File: config.mk
export PLATFORM = sky130hd
export DESIGN_NAME = store_sequencer
export DESIGN_NICKNAME = d
export VERILOG_FILES = /design/src/rtl/seq_pkg.sv /design/src/rtl/seq_period_div.sv /design/src/rtl/seq_refresh_ctr.sv /design/src/rtl/seq_addr_sel.sv /design/src/rtl/seq_enable_dec.sv /design/src/rtl/store_sequencer.sv
export SDC_FILE = /design/constraint.sdc
export NUM_CORES = 1
export LEC_CHECK = 0
export ABC_CLOCK_PERIOD_IN_PS = 3200
export BUFFER_PORTS_ARGS = -buffer_cell sky130_fd_sc_hd__buf_2
export CAP_MARGIN = 10
export CORE_MARGIN = 2
export CORE_UTILIZATION = 46
export CTS_BUF_LIST = sky130_fd_sc_hd__clkbuf_4 sky130_fd_sc_hd__clkbuf_8 sky130_fd_sc_hd__clkbuf_16
export DETAILED_ROUTE_END_ITERATION = 6
export GPL_ROUTABILITY_DRIVEN = 0
export PLACE_DENSITY_LB_ADDON = 0.15
export SETUP_SLACK_MARGIN = 0.1
export SLEW_MARGIN = 40
export SYNTH_ARGS = -nofsm -noshare
export SYNTH_HDL_FRONTEND = slang
export SYNTH_SLANG_ARGS = --single-unit
File: constraint.sdc
create_clock -name clk -period 3.2 [get_ports clk]
set_input_delay 0.32 -clock clk [delete_from_list [all_inputs] [get_ports clk]]
set_output_delay 0.32 -clock clk [all_outputs]
set_load 0.005 [all_outputs]
File: src/rtl/seq_pkg.sv
package seq_pkg;

   typedef enum logic [1:0] {
      PH_REGEN = 2'd0,
      PH_FETCH = 2'd1,
      PH_EXEC  = 2'd2
   } phase_e;

endpackage

File: src/rtl/seq_period_div.sv
module seq_period_div
   import seq_pkg::*;
(
   input  logic   clk,
   input  logic   rst,
   input  logic   tick,
   output phase_e phase,
   output logic   regen_end
);

   logic in_act;
   logic next_exec;

   always_ff @(posedge clk) begin
      if (rst) begin
         in_act    <= 1'b0;
         next_exec <= 1'b0;
      end else if (tick) begin
         in_act <= ~in_act;
         if (in_act) begin
            next_exec <= ~next_exec;
         end
      end
   end

   always_comb begin
      if (!in_act) begin
         phase = PH_REGEN;
      end else if (next_exec) begin
         phase = PH_EXEC;
      end else begin
         phase = PH_FETCH;
      end
   end

   assign regen_end = tick & ~in_act;

endmodule

File: src/rtl/seq_refresh_ctr.sv
module seq_refresh_ctr #(
   parameter int ADDR_W = 10,
   parameter bit SWEEP_DOWN = 1'b0
) (
   input  logic              clk,
   input  logic              rst,
   input  logic              step,
   output logic [ADDR_W-1:0] count
);

   localparam logic [ADDR_W-1:0] ONE = {{(ADDR_W-1){1'b0}}, 1'b1};

   generate
      if (SWEEP_DOWN) begin : g_down
         always_ff @(posedge clk) begin
            if (rst) begin
               count <= '0;
            end else if (step) begin
               count <= count - ONE;
            end
         end
      end else begin : g_up
         always_ff @(posedge clk) begin
            if (rst) begin
               count <= '0;
            end else if (step) begin
               count <= count + ONE;
            end
         end
      end
   endgenerate

endmodule

File: src/rtl/seq_addr_sel.sv
module seq_addr_sel
   import seq_pkg::*;
#(
   parameter int ADDR_W = 10
) (
   input  phase_e            phase,
   input  logic [ADDR_W-1:0] sweep_addr,
   input  logic [ADDR_W-1:0] instr_addr,
   input  logic [ADDR_W-1:0] oper_addr,
   output logic [ADDR_W-1:0] store_addr
);

   always_comb begin
      unique case (phase)
         PH_FETCH: store_addr = instr_addr;
         PH_EXEC:  store_addr = oper_addr;
         default:  store_addr = sweep_addr;
      endcase
   end

endmodule

File: src/rtl/seq_enable_dec.sv
module seq_enable_dec
   import seq_pkg::*;
#(
   parameter int OP_W     = 5,
   parameter int STORE_OP = 5
) (
   input  phase_e          phase,
   input  logic [OP_W-1:0] op_type,
   output logic            rd_en,
   output logic            wr_en,
   output logic            loop_brk
);

   localparam logic [OP_W-1:0] STORE_CODE = OP_W'(STORE_OP);

   logic is_store_exec;

   assign is_store_exec = (phase == PH_EXEC) && (op_type == STORE_CODE);

   always_comb begin
      rd_en    = 1'b1;
      wr_en    = 1'b0;
      loop_brk = 1'b0;
      if (phase == PH_REGEN) begin
         wr_en = 1'b1;
      end else if (is_store_exec) begin
         rd_en    = 1'b0;
         wr_en    = 1'b1;
         loop_brk = 1'b1;
      end
   end

endmodule

File: src/rtl/store_sequencer.sv
module store_sequencer
   import seq_pkg::*;
#(
   parameter int ADDR_W     = 10,
   parameter int OP_W       = 5,
   parameter int STORE_OP   = 5,
   parameter bit SWEEP_DOWN = 1'b0
) (
   input  logic              clk,
   input  logic              rst,
   input  logic              tick,
   input  logic [ADDR_W-1:0] instr_addr,
   input  logic [ADDR_W-1:0] oper_addr,
   input  logic [OP_W-1:0]   op_type,
   output logic [ADDR_W-1:0] store_addr,
   output logic [1:0]        phase,
   output logic              rd_en,
   output logic              wr_en,
   output logic              loop_brk
);

   generate
      if (ADDR_W < 1 || ADDR_W > 24) begin : g_bad_addr_w
         $error("store_sequencer: ADDR_W out of range");
      end
      if (OP_W < 1 || OP_W > 16) begin : g_bad_op_w
         $error("store_sequencer: OP_W out of range");
      end
      if (STORE_OP < 0 || STORE_OP >= (1 << OP_W)) begin : g_bad_store_op
         $error("store_sequencer: STORE_OP does not fit OP_W");
      end
   endgenerate

   phase_e            cur_phase;
   logic              regen_end;
   logic [ADDR_W-1:0] sweep_addr;

   seq_period_div u_div (
      .clk       (clk),
      .rst       (rst),
      .tick      (tick),
      .phase     (cur_phase),
      .regen_end (regen_end)
   );

   seq_refresh_ctr #(
      .ADDR_W     (ADDR_W),
      .SWEEP_DOWN (SWEEP_DOWN)
   ) u_sweep (
      .clk   (clk),
      .rst   (rst),
      .step  (regen_end),
      .count (sweep_addr)
   );

   seq_addr_sel #(
      .ADDR_W (ADDR_W)
   ) u_sel (
      .phase      (cur_phase),
      .sweep_addr (sweep_addr),
      .instr_addr (instr_addr),
      .oper_addr  (oper_addr),
      .store_addr (store_addr)
   );

   seq_enable_dec #(
      .OP_W     (OP_W),
      .STORE_OP (STORE_OP)
   ) u_en (
      .phase    (cur_phase),
      .op_type  (op_type),
      .rd_en    (rd_en),
      .wr_en    (wr_en),
      .loop_brk (loop_brk)
   );

   assign phase = cur_phase;

endmodule

==> metrics.csv <==
stage,metric,value,unit
drt,vias per std cell,5.41,
clocking,CTS sink cnt,12,
synth,Post-Syn Nets,131,
synth,mapped cell area,792,sq um
cells_and_area,FF/Latch Area,241,sq um
floorplanning,die height,45.5,microns
cells_and_area,Layout Cell Area excl Fill,1020,sq um
grt,pin count of the biggest net entering global routing,29,
drt,DRT antenna net count,0,
place,post-place setup slack,1.17,ns
synth,syn avg cell area,7.76,sq um
synth,Syn. warnings,0,
worst_setup_path,WS Path Type,reg -> out,
synth,most frequent cell after synthesis,nor2_1,
power_and_ir_drop,Combinational Power Share,20.3,%
synth,sequential-to-total area share from yosys stat,30.3,%
synth,Yosys reg bits,12,
synth,post-synth top area cell,dfxtp_1,
cells_and_area,diode count,0,
place,placed instance area,987,sq um
clocking,clk buf depth,2,
drt,Pre-Repair DR Iteration Count,4,
place,DPL Wire Length,1.45,mm
synth,cells after synthesis,102,
synth,main combinational cell family by area after synthesis,simple AND/OR/NAND/NOR gates,
sta,RSZ-0062 raised after global routing,false,
power_and_ir_drop,switch share,27.2,%
floorplanning,num rows,14,
synth,adder-cell area share of the yosys netlist,1.58,%
outcome,result of the run,"finished, final reports clean",
synth,Unique masters post-synth,24,
grt,grt met1 use,21.1,%
power_and_ir_drop,P_leak,0.000466,uW
place,I/O Buffers,42,
grt,"Most Used Layer, Global Route",met2,
synth,Post-synth EDFFs,0,
synth,Post-Synth XOR/XNOR Area,3.32,%
grt,global routing usage on met2,32.7,%
floorplanning,# IOs,43,
grt,antenna violations before repair,0,
cells_and_area,Final Util,65.7,%
worst_setup_path,critical path cell sequence,nand2_1 > or4_1 > nand2_1 > buf_2,
clocking,Clock Latency Late Sink,0.28,ns
worst_setup_path,"slowest stage delay, CP",0.60,ns
grt,vias in the first global route,718,
sta,final worst slack,1.16,ns
synth,most frequent cells after synthesis,"nor2_1 (17), a21oi_1 (16), dfxtp_1 (12)",
worst_setup_path,CP startpoint,u_div.in_act$_SDFFE_PP0P_,
worst_hold_path,Worst Hold Class,in -> reg,
floorplanning,die area,2070,sq um
grt,Tot GR Track Use,18.9,%
sta,Max Fclk,490,MHz
power_and_ir_drop,Clk pwr share,34.5,%
drt,1st-iter DRT viols,16,
worst_setup_path,Worst setup EP type,primary output,
sta,Final Setup Violations,0,
grt,first-pass GRT wire length,2.78,mm
worst_setup_path,CP Max Fanout,28,
cells_and_area,final net count,172,
drt,vias,854,
sta,Rel. slew slack,71.4,%
clocking,Root Buffer,clkbuf_4,
cells_and_area,share of cells above drive strength 1,35.9,%
clocking,Num CTS Buffers,3,
grt,routing usage on met3,3.97,%
floorplanning,Initial Util,50.8,%
power_and_ir_drop,power per cell area,354,nW/um^2
drt,drt drc,0,
floorplanning,core box area,1560,sq um
synth,post-synthesis compound-gate area fraction,13.9,%
cells_and_area,synthesis-to-layout area growth,29.4,%
worst_setup_path,CP required,2.88,ns
worst_setup_path,Crit path arrival time,1.72,ns
floorplanning,Die Wd,45.5,microns
clocking,cts repair resizes,0,
grt,global route overflow,0,
clocking,CTS clock-pin slew for the worst setup and hold paths,0.08,ns
drt,DRT Wirelength,1.97,mm
synth,share of the synthesized area in the top cell type,30.3,%
worst_setup_path,CP most frequent cell,nand2_1,
clocking,CTS tree,yes,
power_and_ir_drop,NetSw,98.6,uW
power_and_ir_drop,Int Power,264,uW
sta,post-layout minimum cycle time,2.04,ns
drt,drt wl/cell,12.5,microns
sta,period utilisation layout,63.8,%
worst_setup_path,Worst path slowest cell,dfxtp_2,
cells_and_area,# fillers,137,
clocking,Post-CTS Setup Inserts,0,
power_and_ir_drop,VDD IR max,0.284,mV
sta,worst-case clock skew,0.00145,ns
sta,fin. max-slew vios,0,
clocking,H-tree depth,1,
worst_setup_path,CP startpoint kind,flop,
synth,Post-Synth Simple-Gate Area,26.9,%
sta,setup TNS,0,ns
clocking,"Hold-fix buffers, CTS",0,
synth,Synth Flop Type,dfxtp_1,
synth,Synth async-reset ratio,0,%
sta,worst-margin pin slew,0.429,ns
cells_and_area,Multi-input gate area,494,sq um
power_and_ir_drop,Seq pwr share,45.2,%
sta,final hold viol count,0,
synth,"top cells by area, synth","dfxtp_1 (30%), mux2i_1 (14%), a21oi_1 (10%)",
worst_setup_path,RR Startpoint,u_sweep.count[0]$_SDFFE_PP0P_,
synth,mux share of post-synthesis cell area,16.7,%
worst_hold_path,worst hold start,rst,
job,max-cap violations,0,
[cells by family (layout without fill, tap and decap cells)]
logic type | count (synthesis) | count (layout)
mux | 13 | 13
simple gates | 41 | 41
compound gates | 21 | 21
xor+xnor | 3 | 3
buf+inv | 11 | 51
flops | 12 | 12
fa+ha+maj | 1 | 1
[metrics by stage]
| step | cells | hold slack, ns | power (uW) |
|---|---|---|---|
| final | 158 | 0.372 | 363 |
| after global routing | 158 | 0.391 | 379 |
| after CTS | 158 | 0.370 | 364 |
| after detailed placement | 154 | 0.522 | 241 |
| after global placement | 154 | 0.490 | 240 |
| after floorplan | 102 | 0.467 | 210 |
[power by group through the flow]
stage	registers, uW	clock network, uW	logic (uW)
after floorplan	160	0	49.5
after global placement	167	0	73.1
after detailed placement	167	0	74.2
after CTS	164	126	74.5
after global routing	166	131	82.5
final	164	125	73.6
[sequential cells by signal, indices dropped and copies added, names as in the netlist]
register,cells
u_div.next_exec,1
u_sweep.count,10
u_div.in_act,1
[path summary, 6_finish.rpt]
path                                                      end  slack, ns  cells past startpoint
worst min-delay path             u_div.next_exec$_SDFFE_PP0P_       0.37                      2
worst min register to register  u_sweep.count[8]$_SDFFE_PP0P_       0.54                      2
worst max register to register  u_sweep.count[8]$_SDFFE_PP0P_       1.60                      4
worst max-delay path                                    wr_en       1.16                      4
[critical path: cells and delay by family, from the launching register on]
| family | cells | cell delay [ns] |
|---|---|---|
| flip-flops | 1 | 0.60 |
| AND/OR/NAND/NOR | 3 | 0.73 |
| buffers and inverters | 1 | 0.11 |
[layout make-up]
cell class	count	share of cell area [%]
multi-input cells	79	48.2
inverters	4	1.47
well taps	16	1.95
repair buffers	43	21.2
flip-flops and latches	12	23.6
clock buffers	4	3.54
[per-layer routing]
metal	vias up	routed length, microns
met3	5	178
met1	367	865
li1	437	-
met2	45	895
met5	-	0
met4	0	33
[cells in the final DEF, fill, tap and decap left out, types with 3 or more instances in the layout]
master / netlist / routed
nand2_1: 6 / 6
nor2_1: 17 / 17
or4_1: 3 / 3
a21oi_1: 16 / 16
o21ai_0: 3 / 3
or3_1: 3 / 3
xor2_1: 3 / 3
mux2i_1: 11 / 11
clkbuf_4: 0 / 3
inv_1: 4 / 4
buf_2: 1 / 42
dfxtp_1: 12 / 11
Note: power is estimated with default switching activity, not from simulation.
